===== src/rtl/tripPkg.sv =====
package tripPkg;

  localparam int RES_W   = 3;
  localparam int ID_POS  = 0;
  localparam int CMP_POS = 1;
  localparam int DIR_POS = 2;

  typedef enum logic [2:0] {
    ST_IDLE    = 3'd0,
    ST_ISS_ID  = 3'd1,
    ST_WT_ID   = 3'd2,
    ST_ISS_CMP = 3'd3,
    ST_WT_CMP  = 3'd4,
    ST_ISS_WR  = 3'd5,
    ST_WT_WR   = 3'd6
  } stateT;

  typedef struct packed {
    logic capPref;
    logic capId;
    logic capCmp;
    logic loadRes;
  } dpStrobeT;

endpackage


===== src/rtl/tripData.sv =====
module tripData
  import tripPkg::*;
(
  input  logic             clk,
  input  logic             rstN,
  input  dpStrobeT         strobe,
  input  logic             prefDir,
  input  logic             slotRdBit,
  output logic             errNow,
  output logic             slotWrBit,
  output logic [RES_W-1:0] result
);

  logic prefQ;
  logic idQ;
  logic cmpQ;
  logic [RES_W-1:0] resQ;
  logic cmpNow;
  logic dirNow;
  logic badPair;
  logic [RES_W-1:0] resNext;

  // complement bit: the live read bit on the cycle it arrives, stored otherwise
  assign cmpNow  = strobe.capCmp ? slotRdBit : cmpQ;
  assign badPair = idQ & cmpNow;
  // a single 1 forces the branch to the identity bit, a 0/0 pair takes the preference
  assign dirNow  = (idQ ^ cmpNow) ? idQ : prefQ;

  always_comb begin
    resNext          = '0;
    resNext[ID_POS]  = idQ;
    resNext[CMP_POS] = cmpNow;
    resNext[DIR_POS] = badPair ? 1'b0 : dirNow;
  end

  assign errNow    = idQ & slotRdBit;
  assign slotWrBit = dirNow;
  assign result    = resQ;

  always_ff @(posedge clk) begin
    if (!rstN) begin
      prefQ <= 1'b0;
      idQ   <= 1'b0;
      cmpQ  <= 1'b0;
      resQ  <= '0;
    end else begin
      if (strobe.capPref) prefQ <= prefDir;
      if (strobe.capId)   idQ   <= slotRdBit;
      if (strobe.capCmp)  cmpQ  <= slotRdBit;
      if (strobe.loadRes) resQ  <= resNext;
    end
  end

  // the preference only moves when a start is accepted
  a_r8_pref_held: assert property (@(posedge clk) disable iff (!rstN)
    !strobe.capPref |=> $stable(prefQ));

  // the status word only moves on a load strobe
  a_r7_result_held: assert property (@(posedge clk) disable iff (!rstN)
    !strobe.loadRes |=> $stable(resQ));

endmodule


===== src/rtl/tripCtrl.sv =====
module tripCtrl
  import tripPkg::*;
(
  input  logic     clk,
  input  logic     rstN,
  input  logic     start,
  input  logic     slotDone,
  input  logic     errNow,
  output dpStrobeT strobe,
  output logic     slotReq,
  output logic     slotIsWrite,
  output logic     done
);

  stateT stQ;
  stateT stD;
  logic  doneQ;
  logic  doneD;

  always_comb begin
    stD    = stQ;
    strobe = '0;
    doneD  = 1'b0;
    unique case (stQ)
      ST_IDLE: begin
        if (start) begin
          strobe.capPref = 1'b1;
          stD            = ST_ISS_ID;
        end
      end
      ST_ISS_ID:  stD = ST_WT_ID;
      ST_WT_ID: begin
        if (slotDone) begin
          strobe.capId = 1'b1;
          stD          = ST_ISS_CMP;
        end
      end
      ST_ISS_CMP: stD = ST_WT_CMP;
      ST_WT_CMP: begin
        if (slotDone) begin
          strobe.capCmp = 1'b1;
          if (errNow) begin
            // invalid pair: finish now, skip the write slot
            strobe.loadRes = 1'b1;
            doneD          = 1'b1;
            stD            = ST_IDLE;
          end else begin
            stD = ST_ISS_WR;
          end
        end
      end
      ST_ISS_WR:  stD = ST_WT_WR;
      ST_WT_WR: begin
        if (slotDone) begin
          strobe.loadRes = 1'b1;
          doneD          = 1'b1;
          stD            = ST_IDLE;
        end
      end
      default: stD = ST_IDLE;
    endcase
  end

  assign slotReq     = (stQ == ST_ISS_ID) || (stQ == ST_ISS_CMP) || (stQ == ST_ISS_WR);
  assign slotIsWrite = (stQ == ST_ISS_WR);
  assign done        = doneQ;

  always_ff @(posedge clk) begin
    if (!rstN) begin
      stQ   <= ST_IDLE;
      doneQ <= 1'b0;
    end else begin
      stQ   <= stD;
      doneQ <= doneD;
    end
  end

  // a slot request never lasts more than one cycle
  a_r2_req_single: assert property (@(posedge clk) disable iff (!rstN)
    slotReq |=> !slotReq);

  // the end strobe is one cycle wide
  a_r7_done_single: assert property (@(posedge clk) disable iff (!rstN)
    done |=> !done);

  // an invalid pair ends the step with no write slot
  a_r4_err_no_write: assert property (@(posedge clk) disable iff (!rstN)
    (stQ == ST_WT_CMP && slotDone && errNow) |=> (done && !slotReq));

  // no slot is requested in the cycle that reports completion
  a_r9_done_quiet: assert property (@(posedge clk) disable iff (!rstN)
    done |-> !slotReq);

endmodule


===== src/rtl/tripletEngine.sv =====
module tripletEngine
  import tripPkg::*;
(
  input  logic             clk,
  input  logic             rstN,
  input  logic             start,
  input  logic             prefDir,
  input  logic             slotDone,
  input  logic             slotRdBit,
  output logic             slotReq,
  output logic             slotIsWrite,
  output logic             slotWrBit,
  output logic             done,
  output logic [RES_W-1:0] result
);

  dpStrobeT strobe;
  logic     errNow;

  tripCtrl uCtrl (
    .clk        (clk),
    .rstN       (rstN),
    .start      (start),
    .slotDone   (slotDone),
    .errNow     (errNow),
    .strobe     (strobe),
    .slotReq    (slotReq),
    .slotIsWrite(slotIsWrite),
    .done       (done)
  );

  tripData uData (
    .clk      (clk),
    .rstN     (rstN),
    .strobe   (strobe),
    .prefDir  (prefDir),
    .slotRdBit(slotRdBit),
    .errNow   (errNow),
    .slotWrBit(slotWrBit),
    .result   (result)
  );

  // a single 1 in the pair forces the direction to the identity bit
  a_r6_forced_dir: assert property (@(posedge clk) disable iff (!rstN)
    (done && (result[ID_POS] != result[CMP_POS])) |-> (result[DIR_POS] == result[ID_POS]));

  // the invalid pair never reports a direction
  a_r4_err_dir_zero: assert property (@(posedge clk) disable iff (!rstN)
    (done && result[ID_POS] && result[CMP_POS]) |-> !result[DIR_POS]);

endmodule


===== config.mk =====
export PLATFORM = sky130hd
export DESIGN_NAME = tripletEngine
export DESIGN_NICKNAME = d
export VERILOG_FILES = /design/src/rtl/tripPkg.sv /design/src/rtl/tripData.sv /design/src/rtl/tripCtrl.sv /design/src/rtl/tripletEngine.sv
export SDC_FILE = /design/constraint.sdc
export NUM_CORES = 1
export LEC_CHECK = 0
export BUFFER_PORTS_ARGS = -buffer_cell sky130_fd_sc_hd__buf_2
export CORE_MARGIN = 2
export CORE_UTILIZATION = 35
export CTS_CLUSTER_SIZE = 40
export DETAILED_ROUTE_END_ITERATION = 8
export GPL_ROUTABILITY_DRIVEN = 1
export PLACE_DENSITY = 0.58
export SYNTH_ARGS = -nofsm -noshare
export SYNTH_HDL_FRONTEND = slang
export SYNTH_HIERARCHICAL = 1
export SYNTH_SLANG_ARGS = --single-unit

===== constraint.sdc =====
create_clock -name clk -period 2.6 [get_ports clk]
set_input_delay 0 -clock clk [delete_from_list [all_inputs] [get_ports clk]]
set_output_delay 0 -clock clk [all_outputs]
set_load 0.05 [all_outputs]

After elaboration in Yosys (flattened, before gate mapping)
Index checks and enable logic that the tools add are counted.
{"block": "word_totals", "ff_bits": 10, "input_bits": 6, "out_inout_bits": 7}
{"block": "classes", "eq_ne": 10, "muxes": 19, "n_bitwise": 3, "reduce_logical": 4}
{"cell": "$pmux 3 s7", "n": 1}
{"cell": "$mux 3", "n": 5}
{"cell": "$mux 1", "n": 10}
{"cell": "$eq 3x3->1 const B", "n": 3}
{"cell": "$ne 2x2->1 const B", "n": 4}
{"cell": "$eq 3x2->1 const B", "n": 2}
{"cell": "$pmux 1 s2", "n": 2}
{"cell": "$reduce_and 4->1", "n": 1}
{"cell": "$eq 3x1->1 const B", "n": 1}
{"cell": "$logic_not 3->1", "n": 1}
{"cell": "$and 1x1->1", "n": 2}
{"cell": "$logic_or 1x1->1", "n": 2}
{"cell": "$mux 2", "n": 1}
{"cell": "$xor 1x1->1", "n": 1}

Logic depth before layout (Yosys ltp)
{"block": "depth", "word_depth": 8, "depth_mapped": 7}

Cells and area by module
The synthesis kept the hierarchy.
{"mod": "tripData", "instances": 1, "cells_each": 23, "area_each_um2": 255.2, "seq_area_each_um2": 120.1}
{"mod": "tripCtrl", "instances": 1, "cells_each": 28, "area_each_um2": 234.0, "seq_area_each_um2": 80.1}

Worst setup path before layout
OpenSTA, ideal clock, no wires.
{"block": "synth_path", "kind": "register to register", "from": "register uCtrl.stQ[0]", "to": "register uData.resQ[2] (netlist: uData/result[2])", "setup_time_ns": 0.117, "arrival_time_ns": 1.933, "required_time_ns": 2.483, "path_slack_ns": 0.550, "stages_incl_launch_ff": 8, "path_buffers": 0, "period_less_slack_ns": 2.050, "path_cell_list": "dfxtp_1 nor2b_1 nor3b_1 mux2i_1 inv_1 ha_1 mux2_4 a32o_1"}
{"element": "start, declared", "line": "tripCtrl.sv:15", "text": "stateT stQ;"}
{"element": "start signal, assigned", "line": "tripCtrl.sv:73", "text": "stQ <= stD;"}
{"element": "end signal, assigned", "line": "tripData.sv:50", "text": "if (strobe.loadRes) resQ <= resNext;"}
{"element": "end, declared", "line": "tripData.sv:17", "text": "logic [RES_W-1:0] resQ;"}

==> results.txt <==
The flow ran to the end, and the final reports show no timing, DRC or antenna violations. The clock reaches the later pin of the worst-skew pair after 260 ps. Cells with a size suffix above 1 make up 29.2% of the layout. No sink is reached through more buffers than the 2 on the longest clock path.

The tools report the root buffer cell as sky130_fd_sc_hd__clkbuf_4. Once detailed placement completed, the half-perimeter wirelength came to 621 microns. The count of buffer and inverter cells on the critical path came out at 2. For the starting density of the core, the log shows 37.6%. Dividing the detail-routed via count by the number of cells gives 4.83. The tools report the final-stage net count as 73. Yosys printed 6 warnings.

The final wirelength was 881 microns; the number of global-route vias before repair was 319. After the first detailed-routing iteration, the DRC count stood at 4. Setup repair after global routing left no endpoint under its margin. The tools report the H-tree level count as 1. In the final routed layout, each cell accounts on average for 11.0 microns. The count of nets left with antenna violations once routing finished came out at 0. At the worst endpoint, the required time is 2600 ps. met1 is the most crowded layer. Final clock period utilization by the worst path: 86.7%. The first global-routing pass estimated 1450 microns of wire. Counting the buffers created by CTS gives 3.

In this run, post-CTS hold repair placed 0 buffers. By area the synthesized netlist is led by sky130_fd_sc_hd__dfxtp_1 41%, sky130_fd_sc_hd__mux2i_1 10%, sky130_fd_sc_hd__nor2b_1 7.7%, sky130_fd_sc_hd__a21oi_1 4.1%, sky130_fd_sc_hd__mux2_4 3.1%. The run gives 0.00171 sq mm as the floorplan die area. The setup path with the least slack is of type flop to output port. The count of final max-slew check failures was 0; the diode insertion count for antenna repair was 0. The worst setup path is captured at an output port.

Chip height: 41.4 microns. After clock tree synthesis, the clock-pin slew on the worst setup and hold paths is 60 ps. The count of unresolved DRC violations after routing is 0. The run gives 0 as the number of gates resized after cts. For the final routed database, the setup TNS stands at 0 ps. Max-cap violations in this run came to 0. The power per unit of standard cell area is 616 mW/mm^2. The core utilization of the finished layout is 45.5%, and the number of placement rows is 13. Setup violations remaining at the end of the flow were counted as 0. The number of clock sinks is 10, and the final hold violation count is 0.

Traced cell by cell, the critical path runs through nor2b_1 -> nor3b_1 -> mux2i_1 -> inv_1 -> ha_1 -> mux2_4 -> buf_2. The number of antenna violations at the first check in global routing was 0. TritonCTS built the clock tree. Summed over all instances, the cell type with the most area after synthesis is sky130_fd_sc_hd__dfxtp_1. The synthesized netlist occupies a cell area of 489 sq um. Global routing used 20.2% of the available met1 tracks. For the finished layout, the period the worst path requires is 2260 ps.

The logs give 4.79% for the met3 track demand over resource in global routing and 0.689 for the last weighted congestion value of the routability-driven placer. For this run, global-route usage on met2 was measured as 15.6%. The via count of the routed design is 386. Of the synthesized area, sequential elements account for 40.9%.

Peak supply drop: 0.281 mV. In this design, the stage delay of the slowest critical-path cell is 360 ps. The netlist uses 25 different library cells. The slowest library cell on the worst path was sky130_fd_sc_hd__dfxtp_1.

The logs give 51 for the cell count after synthesis and 2260 ps for the endpoint arrival time on the critical path. The cell family contributing the most delay on the critical path is multiplexers. Type of the worst min-delay path: input port to flop. For the post-route clock skew, the log shows 5.94 ps. The number of buffers inserted by port buffering works out to 12. The floorplan step set the die width to 41.4 microns.

The total overflow left after global routing is 0. After synthesis, the mean cell area works out to 9.59 sq um. Headroom to the max-slew limit came out at 76.4%. The synthesized design contains 10 register bits.

Buffers added to address setup during post-CTS repair amount to 0. The slew at the pin with the worst max-slew slack was 349 ps; the area growth from synthesis to final layout was 21.0%. Entering global routing, the biggest net connects 12 pins.

Timing would allow up to 443 MHz. In this run the standard cell core region covers 0.00130 sq mm. The logs give 3 for the detailed-router iteration count before antenna repair and 139 for the fill cell total of the finished layout.

Fraction of synthesized cell area taken by the top area cell type: 40.9%. The number of nets handed over by synthesis was 58. The startpoint kind of the worst setup timing path is a flop. In this run the static leakage power is 0.282 nW. Global routing used 13.7% of the available tracks. The biggest fanout along the worst timing path is 7, and the I/O pin count is 13.
## cell usage in the layout (no fill, tap or decap), types with 2 or more instances in the layout
master	instances
sky130_fd_sc_hd__a21oi_1	4
sky130_fd_sc_hd__and2_1	2
sky130_fd_sc_hd__buf_2	12
sky130_fd_sc_hd__clkbuf_4	3
sky130_fd_sc_hd__dfxtp_1	10
sky130_fd_sc_hd__inv_1	3
sky130_fd_sc_hd__mux2i_1	5
sky130_fd_sc_hd__nand2_1	2
sky130_fd_sc_hd__nor2b_1	6
sky130_fd_sc_hd__nor3_1	2
## layer usage
layer	routed length [microns]	vias to the layer above	part of all wire, %
li1	-	210	-
met1	466	169	53
met2	367	7	42
met3	47	0	5.3
met4	0	0	0
met5	0	-	0
## power breakdown
part / switching (W) / internal (W) / leakage (nW)
Combinational: 0.0000336 / 0.0000229 / 0.179
Sequential: 0.0000115 / 0.000160 / 0.0812
Clock: 0.0000514 / 0.0000848 / 0.0210
## area by class of cell
cell class / instances / area, sq um / area share, %
multi-input cells: 35 / 262 / 44.2
flip-flops and latches: 10 / 200 / 33.8
repair buffers: 12 / 60.1 / 10.1
clock buffers: 4 / 36.3 / 6.13
well taps: 15 / 18.8 / 3.17
inverters: 4 / 15.0 / 2.54
## cell families (layout without fill, tap and decap cells)
logic type	count (synthesis)	in the layout	synth area share, %
AND/OR/NAND/NOR	18	18	23.3
adder cells (fa/ha/maj)	1	1	2.56
flip-flops	10	10	40.9
AO/OA/AOI/OAI	10	10	14.3
multiplexers	6	6	13.3
buffers and inverters	6	20	5.63
## registers in the layout, summed over array words and instances (netlist names)
signal        flops
uData/result      3
uCtrl/stQ         3
uData/cmpQ        1
uData/prefQ       1
uData/idQ         1
uCtrl/done        1
## synthesized netlist by cell type
library cell	count
sky130_fd_sc_hd__and3_1	1
sky130_fd_sc_hd__nor3_1	2
sky130_fd_sc_hd__mux2i_1	5
sky130_fd_sc_hd__o211a_1	1
sky130_fd_sc_hd__inv_2	1
sky130_fd_sc_hd__a211oi_1	1
sky130_fd_sc_hd__ha_1	1
sky130_fd_sc_hd__nand3b_1	1
sky130_fd_sc_hd__o31a_1	1
sky130_fd_sc_hd__buf_4	1
sky130_fd_sc_hd__and2_1	2
sky130_fd_sc_hd__nand2_1	2
sky130_fd_sc_hd__and3b_1	1
sky130_fd_sc_hd__nor3b_1	1
sky130_fd_sc_hd__a221oi_1	1
sky130_fd_sc_hd__nor4b_1	1
sky130_fd_sc_hd__and3_2	1
sky130_fd_sc_hd__mux2_4	1
sky130_fd_sc_hd__o21ai_0	1
sky130_fd_sc_hd__nor2b_1	6
sky130_fd_sc_hd__buf_2	1
sky130_fd_sc_hd__a21oi_1	4
sky130_fd_sc_hd__inv_1	3
sky130_fd_sc_hd__a32o_1	1
sky130_fd_sc_hd__dfxtp_1	10
## tightest hold or removal path, stage by stage
cell and delay (ps):
sky130_fd_sc_hd__buf_2 70, sky130_fd_sc_hd__mux2i_1 50, sky130_fd_sc_hd__nor2b_1 100
## final timing paths
path | startpoint | to | slack [ps] | cells after the start
max | uCtrl/stQ[0] | slotWrBit | 340 | 7
min | prefDir | uData/prefQ | 9 | 3
max reg2reg | uCtrl/stQ[0] | uData/result[2] | 510 | 7
min reg2reg | uData/result[0] | uData/result[0] | 510 | 2
## stage by stage
step                      power, W  area [sq um]  instances  hold slack, ps  worst slack, ps
final                     0.000365           592         80            8.67              345
after global routing      0.000384           592         80            42.3              186
after CTS                 0.000369           592         80            3.45              328
after detailed placement  0.000232           556         76             268              517
after global placement    0.000232           556         76             266              545
after floorplan           0.000217           489         51             122              550
(Power assumes the default switching activity.)
